==> src/rtl/pp1284_pkg.sv <==
package pp1284_pkg;
  typedef enum logic [4:0] {
    S_CIDLE, S_CWAIT, S_CSETUP, S_CSTROBE, S_CHOLD, S_CACK, S_CACKH,
    S_NREQ, S_NACKH,
    S_EIDLE, S_EFWD, S_EFWDH, S_ETURN, S_RIDLE, S_RACKH, S_EBACK, S_EXIT
  } pp_state_t;

  localparam logic [7:0] PP_XBYTE_ECP = 8'h10;
endpackage

==> src/rtl/pp_bitrev.sv <==
module pp_bitrev #(
  parameter int W = 8
) (
  input  logic [W-1:0] a,
  output logic [W-1:0] y
);
  for (genvar i = 0; i < W; i++) begin : g_rev
    assign y[i] = a[W-1-i];
  end
endmodule

==> src/rtl/pp_wait_timer.sv <==
module pp_wait_timer #(
  parameter int W = 12
) (
  input  logic         clk,
  input  logic         rst,
  input  logic         restart,
  input  logic [W-1:0] limit,
  output logic         expired
);
  logic [W-1:0] cnt;

  always_ff @(posedge clk) begin
    if (rst || restart) cnt <= '0;
    else if (cnt != limit) cnt <= cnt + 1'b1;
  end

  assign expired = (cnt == limit);
endmodule

==> src/rtl/pp1284_host.sv <==
module pp1284_host
  import pp1284_pkg::*;
#(
  parameter int DW    = 8,
  parameter int STB_W = 3,
  parameter int TO_W  = 12
) (
  input  logic            clk,
  input  logic            rst,
  input  logic [DW-1:0]   cpu_byte,
  input  logic            cpu_cmd,
  input  logic            cpu_go,
  input  logic            cpu_rev,
  input  logic            cpu_ecp_req,
  input  logic [TO_W-1:0] to_limit,
  output logic            eng_busy,
  output logic            ecp_on,
  output logic            neg_ok,
  output logic            tmo,
  output logic            irq,
  output logic            st_online,
  output logic            st_fault,
  output logic            st_paper,
  output logic            st_busy,
  output logic [DW-1:0]   rx_byte,
  output logic            rx_cmd,
  output logic            rx_valid,
  output logic            n_strobe,
  output logic            n_autofd,
  output logic            n_init,
  output logic            n_selectin,
  input  logic            n_ack,
  input  logic            busy_in,
  input  logic            perror_in,
  input  logic            select_in,
  input  logic            n_fault,
  output logic [DW-1:0]   pd_out,
  input  logic [DW-1:0]   pd_in,
  output logic            pd_oe
);
  localparam int SCW = $clog2(STB_W + 1);

  pp_state_t      st, st_nxt;
  logic           r_ack_n, r_busy, r_perr, r_sel, r_fault_n, mode_q;
  logic [DW-1:0]  r_pd, tx_byte, pd_rev;
  logic           tx_cmd;
  logic [SCW-1:0] scnt;
  logic           waiting, t_exp, t_restart;
  logic           ld_go, ld_ext, cap, timeout_hit, clr_tmo;

  // input capture stage
  always_ff @(posedge clk) begin
    if (rst) begin
      r_ack_n <= 1'b1; r_busy <= 1'b0; r_perr <= 1'b0;
      r_sel <= 1'b0; r_fault_n <= 1'b1; r_pd <= '0; mode_q <= 1'b0;
    end else begin
      r_ack_n <= n_ack; r_busy <= busy_in; r_perr <= perror_in;
      r_sel <= select_in; r_fault_n <= n_fault; r_pd <= pd_in;
      mode_q <= cpu_ecp_req;
    end
  end

  assign st_online = r_sel;
  assign st_fault  = ~r_fault_n;
  assign st_paper  = r_perr;
  assign st_busy   = r_busy;
  assign irq       = ecp_on & ~r_fault_n;

  pp_bitrev #(.W(DW)) u_txrev (.a(tx_byte), .y(pd_out));
  pp_bitrev #(.W(DW)) u_rxrev (.a(r_pd),    .y(pd_rev));

  assign waiting = st inside {S_CWAIT, S_CACK, S_CACKH, S_NREQ, S_NACKH,
                              S_EFWD, S_EFWDH, S_ETURN, S_RACKH, S_EBACK};
  assign t_restart = (st_nxt != st) || !waiting;

  pp_wait_timer #(.W(TO_W)) u_tmr (
    .clk(clk), .rst(rst), .restart(t_restart), .limit(to_limit), .expired(t_exp)
  );

  always_comb begin
    st_nxt = st; ld_go = 1'b0; ld_ext = 1'b0; cap = 1'b0; timeout_hit = 1'b0;
    case (st)
      S_CIDLE:   if (cpu_ecp_req && !mode_q) begin st_nxt = S_NREQ; ld_ext = 1'b1; end
                 else if (cpu_go) begin st_nxt = S_CWAIT; ld_go = 1'b1; end
      S_CWAIT:   if (!r_busy) st_nxt = S_CSETUP;
      S_CSETUP:  st_nxt = S_CSTROBE;
      S_CSTROBE: if (scnt == SCW'(STB_W - 1)) st_nxt = S_CHOLD;
      S_CHOLD:   st_nxt = S_CACK;
      S_CACK:    if (!r_ack_n) st_nxt = S_CACKH;
      S_CACKH:   if (r_ack_n) st_nxt = S_CIDLE;
      S_NREQ:    if (!r_ack_n) st_nxt = S_NACKH;
      S_NACKH:   if (r_ack_n) st_nxt = neg_ok ? S_EIDLE : S_CIDLE;
      S_EIDLE:   if (!cpu_ecp_req) st_nxt = S_EXIT;
                 else if (cpu_go) begin st_nxt = S_EFWD; ld_go = 1'b1; end
                 else if (cpu_rev) st_nxt = S_ETURN;
      S_EFWD:    if (r_busy) st_nxt = S_EFWDH;
      S_EFWDH:   if (!r_busy) st_nxt = S_EIDLE;
      S_ETURN:   if (!r_perr) st_nxt = S_RIDLE;
      S_RIDLE:   if (!cpu_rev) st_nxt = S_EBACK;
                 else if (!r_ack_n) begin st_nxt = S_RACKH; cap = 1'b1; end
      S_RACKH:   if (r_ack_n) st_nxt = S_RIDLE;
      S_EBACK:   if (r_perr) st_nxt = S_EIDLE;
      S_EXIT:    st_nxt = S_CIDLE;
      default:   st_nxt = S_CIDLE;
    endcase
    if (waiting && t_exp && st_nxt == st) begin
      timeout_hit = 1'b1;
      st_nxt = ecp_on ? S_EIDLE : S_CIDLE;
    end
  end

  assign clr_tmo = ld_go || ld_ext || (st == S_EIDLE && st_nxt == S_ETURN);

  always_ff @(posedge clk) begin
    if (rst) begin
      st <= S_CIDLE; scnt <= '0; tx_byte <= '0; tx_cmd <= 1'b0;
      neg_ok <= 1'b0; ecp_on <= 1'b0; tmo <= 1'b0;
      rx_byte <= '0; rx_cmd <= 1'b0; rx_valid <= 1'b0;
    end else begin
      st <= st_nxt;
      scnt <= (st == S_CSTROBE) ? scnt + 1'b1 : '0;
      if (ld_go) begin tx_byte <= cpu_byte; tx_cmd <= cpu_cmd; end
      else if (ld_ext) begin tx_byte <= DW'(PP_XBYTE_ECP); tx_cmd <= 1'b0; end
      if (st == S_NREQ && st_nxt == S_NACKH) neg_ok <= r_sel;
      if (st == S_NACKH && st_nxt == S_EIDLE) ecp_on <= 1'b1;
      else if (st_nxt == S_EXIT) ecp_on <= 1'b0;
      if (timeout_hit) tmo <= 1'b1;
      else if (clr_tmo) tmo <= 1'b0;
      rx_valid <= cap;
      if (cap) begin rx_byte <= pd_rev; rx_cmd <= ~r_busy; end
    end
  end

  // link controls decoded from the state register
  always_comb begin
    n_strobe = 1'b1; n_autofd = 1'b1; n_init = 1'b1; n_selectin = 1'b1; pd_oe = 1'b1;
    case (st)
      S_CIDLE, S_CWAIT, S_CSETUP, S_CHOLD, S_CACK, S_CACKH, S_EXIT: n_selectin = 1'b0;
      S_CSTROBE: begin n_selectin = 1'b0; n_strobe = 1'b0; end
      S_NREQ:    n_autofd = 1'b0;
      S_EFWD:    begin n_strobe = 1'b0; n_autofd = ~tx_cmd; end
      S_ETURN, S_RIDLE: begin n_autofd = 1'b0; n_init = 1'b0; pd_oe = 1'b0; end
      S_RACKH:   begin n_init = 1'b0; pd_oe = 1'b0; end
      S_EBACK:   pd_oe = r_perr;
      default:   ;
    endcase
  end

  assign eng_busy = !(st inside {S_CIDLE, S_EIDLE, S_RIDLE});
endmodule

==> config.mk <==
export PLATFORM = sky130hd
export DESIGN_NAME = pp1284_host
export DESIGN_NICKNAME = d
export VERILOG_FILES = /design/src/rtl/pp1284_pkg.sv /design/src/rtl/pp_bitrev.sv /design/src/rtl/pp_wait_timer.sv /design/src/rtl/pp1284_host.sv
export SDC_FILE = /design/constraint.sdc
export NUM_CORES = 1
export LEC_CHECK = 0
export CAP_MARGIN = 5
export CORE_ASPECT_RATIO = 1.5
export CORE_MARGIN = 2
export CORE_UTILIZATION = 43
export DETAILED_ROUTE_END_ITERATION = 16
export PLACE_DENSITY = 0.77
export SYNTH_ARGS = -nofsm -noshare
export SYNTH_HDL_FRONTEND = slang
export SYNTH_HIERARCHICAL = 1
export SYNTH_SLANG_ARGS = --single-unit
export TNS_END_PERCENT = 10
==> constraint.sdc <==
create_clock -name clk -period 3.9 [get_ports clk]
set_input_delay 0.39 -clock clk [delete_from_list [all_inputs] [get_ports clk]]
set_output_delay 0.39 -clock clk [all_outputs]
set_load 0.02 [all_outputs]
# ---- Word level (Yosys, flattened, before mapping)
# Cells that the tools add are included.
dict set report word_totals {
  in_bits 39
  reg_bits 55
  out_inout_bits 32
}
dict set report classes {
  add_sub_neg 2
  n_reduce_logical 24
  bitwise 5
  n_eq_ne 25
  mux 45
}
# operator count
set ops {}
lappend ops {{5-bit 2-to-1 mux} 19}
lappend ops {{5-bit case mux with 16 select lines} 1}
lappend ops {{5-bit by 4-bit == test with 1-bit output, second input constant} 11}
lappend ops {{5-bit by 3-bit == test with 1-bit output, second input constant} 4}
lappend ops {{1-bit 2-to-1 mux} 18}
lappend ops {{8-bit 2-to-1 mux} 2}
lappend ops {{12-bit by 1-bit adder with 12-bit output, second input constant} 1}
lappend ops {{12-bit == test} 1}
lappend ops {{12-bit != test} 1}
lappend ops {{5-bit by 2-bit == test with 1-bit output, second input constant} 2}
lappend ops {{5-bit == test, second input constant} 2}
lappend ops {{10-bit nonzero test} 1}
lappend ops {{4-bit 2-to-1 mux} 2}
lappend ops {{8-bit OR reduction} 1}
lappend ops {{1-bit logical AND} 6}
lappend ops {{1-bit case mux with 2 select lines} 3}
lappend ops {{2-bit nonzero test} 3}
lappend ops {{3-bit OR reduction} 2}
lappend ops {{5-bit by 1-bit == test with 1-bit output, second input constant} 1}
lappend ops {{5-bit == test} 1}
lappend ops {{5-bit logical NOT} 1}
lappend ops {{5-bit != test} 1}
lappend ops {{1-bit logical OR} 4}
lappend ops {{1-bit NOT} 4}
lappend ops {{6 further kinds} 9}

# ---- Logic depth before layout (Yosys ltp)
dict set report depth {
  word_depth 12
  ltp_mapped 13
  depth_no_buf 13
}

# ---- Hierarchy
# Netlist, hierarchy kept.
# module n_inst seq_area_each_um2 area_per_inst_um2 cells_each
set modules_own_cells {}
lappend modules_own_cells {pp1284_host 1 860.8 2147.1 249}
lappend modules_own_cells {pp_wait_timer 1 240.2 696.9 82}
lappend modules_own_cells {pp_bitrev 2 0.0 60.1 8}

# ---- Worst setup path after synthesis
# Ideal clock, no wire load.
dict set report synth_timing {
  kind {register -> register}
  start {reg st[4]}
  end {reg u_tmr.cnt[2]}
  stages_incl_launch_ff 13
  t_required_ps 3841
  setup_slack_ps 639
  arrival_ps 3202
  cell_sequence {dfxtp_1 buf_4 and3b_4 nor3b_1 or3_4 a2111o_1 a221oi_4 nand2_1 o211ai_1 o2111ai_1 or2_2 or4_1 nand2_1}
}
dict set report synth_via {
  elab_chain_cells 10
  word_cells_on_any_way 44
}
# item line
set synth_rtl {}
lappend synth_rtl {{start, declared} pp1284_host.sv:43} ;# pp_state_t st, st_nxt;
lappend synth_rtl {{start signal, assigned} pp1284_host.sv:120} ;# st <= st_nxt;
lappend synth_rtl {{5-bit 2-to-1 mux} pp1284_host.sv:95} ;# else if (cpu_rev) st_nxt = S_ETURN;
lappend synth_rtl {{5-bit 2-to-1 mux} pp1284_host.sv:94} ;# else if (cpu_go) begin st_nxt = S_EFWD; ld_go = 1'b1; end
lappend synth_rtl {{5-bit 2-to-1 mux} pp1284_host.sv:93} ;# S_EIDLE: if (!cpu_ecp_req) st_nxt = S_EXIT;
lappend synth_rtl {{5-bit case mux with 16 select lines} pp1284_host.sv:82} ;# case (st)
lappend synth_rtl {{5-bit == test} pp1284_host.sv:106} ;# if (waiting && t_exp && st_nxt == st) begin
lappend synth_rtl {{1-bit logical AND} pp1284_host.sv:106}
lappend synth_rtl {{5-bit 2-to-1 mux} pp1284_host.sv:106}
lappend synth_rtl {{5-bit != test} pp1284_host.sv:74} ;# assign t_restart = (st_nxt != st) || !waiting;
lappend synth_rtl {{1-bit logical OR *} pp1284_host.sv:74}
lappend synth_rtl {{via t_restart} pp1284_host.sv:48} ;# logic waiting, t_exp, t_restart;
lappend synth_rtl {{1-bit logical OR *} pp_wait_timer.sv:13} ;# if (rst || restart) cnt <= '0;
lappend synth_rtl {{end signal, assigned} pp_wait_timer.sv:14} ;# else if (cnt != limit) cnt <= cnt + 1'b1;
lappend synth_rtl {{end, declared} pp_wait_timer.sv:10} ;# logic [W-1:0] cnt;
# The timed path passes the listed nets; every way through them passes the cells marked *.
# A chain may end at the register's enable or synchronous reset.

# ---- Final worst setup path
dict set report layout_timing {
  start {reg st[0]}
  end {reg u_tmr.cnt[2]}
}
# The elaborated chain is that of the path after synthesis.

==> results.md <==
| Group | Result | Value |
|---|---|---|
| yosys | Predominant post-synthesis flop cell | dfxtp_1 |
| place | Gp weighted congestion | 0.9845 |
| finish | Diode insertion count for antenna repair | 0 |
| yosys | Post-synthesis register bit count | 55 |
| clocking | Clock Sink Count | 55 |
| sta | Setup TNS | 0 ns |
| finish | Layout fillers | 616 |
| finish | Core utilization of the finished layout | 0.5548 |
| worst setup path | Kind of capture point of the worst setup path | register |
| worst setup path | Sequence of cells on the critical path | nor3b_1, o2111ai_1, o2111ai_1, or4_1, mux2i_1, nand2_1, o211ai_1, o2111ai_1, or2_2, or4_1, nand2_1 |
| die | I/O Pins | 71 |
| worst setup path | Worst Path Buf+Inv | 0 |
| yosys | Number of instances in the synthesized netlist | 347 |
| finish | Final instance area | 3750 µm² |
| yosys | Number of flops mapped to enable cells by yosys | 0 |
| place | HPWL after detailed placement | 5380 µm |
| clocking | Post-CTS setup buffers | 0 |
| detailed routing | Average routed wire per standard cell | 15.00 µm |
| detailed routing | Vias per cell | 5.631 |
| yosys | Post-synthesis cell area | 2964 µm² |
| yosys | Net count of the mapped netlist | 388 |
| clocking | Number of buffers between clock root and the deepest sink | 2 |
| finish | Layout cell share with drive strength beyond 1 | 0.06965 |
| worst setup path | CP max stage cell | dfxtp_1 |
| clocking | Post-cts gate resize count | 0 |
| finish | Synth-to-layout area growth | 26.51% |
| clocking | Number of CTS-inserted buffers | 5 |
| die | Die Y | 105.7 µm |
| yosys | Async S/R FF share, synth | 0 |
| detailed routing | Via count of the routed design | 2703 |
| sta | Final Hold Fails | 0 |
| grt | Largest net degree at the start of global routing | 45 |
| die | Placeable core region | 6759 µm² |
| grt | All-layer global routing usage | 0.1902 |
| sta | Ratio of final minimum period to clock period | 0.9415 |
| sta | Worst path setup slack after routing | 0.2281 ns |
| detailed routing | Starting DRT DRC Count | 167 |
| finish | Final nets | 443 |
| sta | Count of endpoints failing setup in the final report | 0 |
| grt | Total overflow reported by the global router | 0 |
| place | Pre-CTS worst setup slack | 0.1777 ns |
| clocking | Clock latency at the later pin of the worst-skew pair | 0.29 ns |
| sta | Slew at the pin with the worst max-slew slack | 0.6273 ns |
| clocking | Cell chosen for the clock root | clkbuf_8 |
| detailed routing | Final WL | 7202 µm |
| sta | Final hold slack | 0.4225 ns |
| clocking | TritonCTS clock tree | done |
| detailed routing | Residual DRC | 0 |
| clocking | Clock transition at the register clock pins on the worst setup and hold paths after CTS | 0.09 ns |
| die | X dimension of the die | 71.79 µm |
| sta | Final critical delay including setup and external delays | 3.672 ns |
| pwr | Pwr/cell area | 427.9 nW/µm² |
| yosys | Synthesized area per cell | 8.542 µm² |
| grt | Vias in the first global route | 2556 |
| worst setup path | Cell family with the largest share of critical-path delay | simple AND/OR/NAND/NOR gates |
| yosys | Cell variety after synth | 56 |
| sta | Max Transition Viols Final | 0 |
| worst setup path | Peak fanout along the critical path | 17 |
| sta | Maximum operating frequency | 272.3 MHz |
| grt | Initial antenna violation count | 0 |
| worst setup path | CP Data Arrival Time | 3.92 ns |
| worst hold path | Worst min-delay path category | reg2reg |
| detailed routing | DRT Pass-1 Iters | 5 |
| die | Standard-cell row count | 37 |
| die | Initial Utilization | 0.4385 |
| clocking | Htree depth | 2 |
| grt | First-pass GRT wire length | 11740 µm |
| worst setup path | Critical path startpoint category | register |
| place | Input/output buffers | 70 |
| yosys | Sequential cell area fraction in the yosys report | 0.3715 |
| worst setup path | Worst path most repeated cell | o2111ai_1 |
| detailed routing | Post-route antenna net violation count | 0 |
| sta | RSZ-0062 raised after global routing | no |
| outcome | Outcome | complete, no violations |
| yosys | Warnings, synthesis | 6 |
| run | Max-Cap Viols | 0 |
| worst setup path | Start-to-end type of the worst setup path | reg2reg |
| pwr | Peak VDD IR | 0.2809 mV |
| worst setup path | R2r setup slk | 0.23 ns |
| pwr | Static leakage | 1.304 nW |
| sta | Clock tree skew after final layout | 0.003098 ns |
| place | Post-placement cell area | 3647 µm² |
| sta | Worst relative slew slack | 0.5803 |
| worst setup path | Maximum single-stage delay on the critical path | 0.71 ns |
| die | Area enclosed by the die boundary | 7587 µm² |
| worst setup path | Crit path required time | 4.15 ns |
| clocking | Number of hold buffers added after cts | 0 |
where the power goes:
part           internal (mW)  leakage (nW)  switching [mW]
registers              0.597         0.448          0.0650
clock network          0.189        0.0513           0.173
logic                  0.269         0.804           0.312
placed cells by master (no fill, tap or decap), types with 4 or more instances in the layout:
master	count
o31ai_1	5
and3_1	5
nor3_1	13
clkbuf_8	5
and2_1	4
nand4_1	6
inv_1	7
clkdlybuf4s50_1	70
nand2_1	23
nor2b_1	17
dfxtp_1	55
or3_1	5
buf_4	13
nor2_1	31
or4_1	7
o21ai_0	14
nor3b_1	6
o211ai_1	4
xnor2_1	12
nand2b_1	5
o2111ai_1	5
mux2i_1	13
nand3_1	6
a22oi_1	8
a211oi_1	7
a21oi_1	16
registers in the layout (all words and copies together) (netlist names):
| signal | cells |
|---|---|
| tmo | 1 |
| st_online | 1 |
| mode_q | 1 |
| r_pd | 8 |
| tx_byte | 8 |
| r_ack_n | 1 |
| rx_cmd | 1 |
| st_busy | 1 |
| st_paper | 1 |
| st | 5 |
| r_fault_n | 1 |
| neg_ok | 1 |
| tx_cmd | 1 |
| rx_valid | 1 |
| rx_byte | 8 |
| scnt | 2 |
| u_tmr/cnt | 12 |
| ecp_on | 1 |
worst paths after layout:
kind / start / end / depth (start not counted)
setup / recovery: st[0]$_SDFF_PP0_ / u_tmr/cnt[2]$_SDFFE_PP0P_ / 11
hold / removal: scnt[0]$_SDFF_PP0_ / scnt[0]$_SDFF_PP0_ / 1
setup reg to reg: st[0]$_SDFF_PP0_ / u_tmr/cnt[2]$_SDFFE_PP0P_ / 11
hold reg to reg: scnt[0]$_SDFF_PP0_ / scnt[0]$_SDFF_PP0_ / 1
synthesized netlist by cell type (2+ instances only):
master     count  area, µm²
a211o_1        3      26.28
a211oi_1       7      52.55
a21oi_1       16      80.08
a22oi_1        8      60.06
and2_1         4      25.02
and3_1         5      31.28
and4b_1        2      20.02
buf_2          5      25.02
buf_4         18      135.1
clkbuf_1      10      37.54
dfxtp_1       55       1101
ha_1           2      25.02
inv_1          7      26.28
mux2i_1       13      130.1
nand2_1       23      86.33
nand2b_1       5      31.28
nand3_1        6      30.03
nand4_1        6      37.54
nor2_1        31      116.4
nor2b_1       17      106.4
nor3_1        13      65.06
nor3_2         2      20.02
nor3b_1        6      45.04
nor4b_1        2      17.52
o2111ai_1      5      43.79
o211ai_1       4      30.03
o21ai_0       14      70.07
o31ai_1        5      37.54
or2_2          3      18.77
or3_1          5      31.28
or4_1          7      52.55
xnor2_1       12      105.1
xor2_1         3      26.28
per-layer routing:
metal / track usage / part of all wire / up-vias
li1: - / - / 1338
met1: 0.2134 / 0.40 / 1271
met2: 0.3373 / 0.53 / 74
met3: 0.03155 / 0.040 / 20
met4: 0.09569 / 0.033 / 0
met5: 0 / 0 / -
cells by family (layout without fill, tap and decap cells):
family,Yosys count,count (layout),synth area share
AOI/OAI and AO/OA,76,76,0.1828
xor gates and xnor gates,15,15,0.04432
adders and majority gates,2,2,0.008441
buffers and inverters,43,98,0.08189
DFF,55,55,0.3715
muxes,13,13,0.04390
and+or+nand+nor,143,143,0.2672
stage by stage:
stage | power [mW] | cells
after floorplan | 1.076 | 347
after global placement | 1.242 | 473
after detailed placement | 1.251 | 473
after CTS | 1.608 | 480
after global routing | 1.699 | 480
final | 1.605 | 480
worst register-to-register path: stages, from the launching register on:
cell and delay [ns]:
dfxtp_1 0.71, nor3b_1 0.12, o2111ai_1 0.27, o2111ai_1 0.14, or4_1 0.63, mux2i_1 0.40
nand2_1 0.14, o211ai_1 0.23, o2111ai_1 0.17, or2_2 0.35, or4_1 0.39, nand2_1 0.07
area by class of cell:
class                      instances  area (µm²)  area share
multi-input combinational        249        1620      0.4321
sequential                        55        1101      0.2936
timing repair buffer              83       798.3      0.2129
tap                               78       97.59     0.02603
clock buffer                       6       72.57     0.01935
clock inverter                     1       30.03    0.008008
inverter                           8       30.03    0.008008
Power figures use the tool's default switching activity.
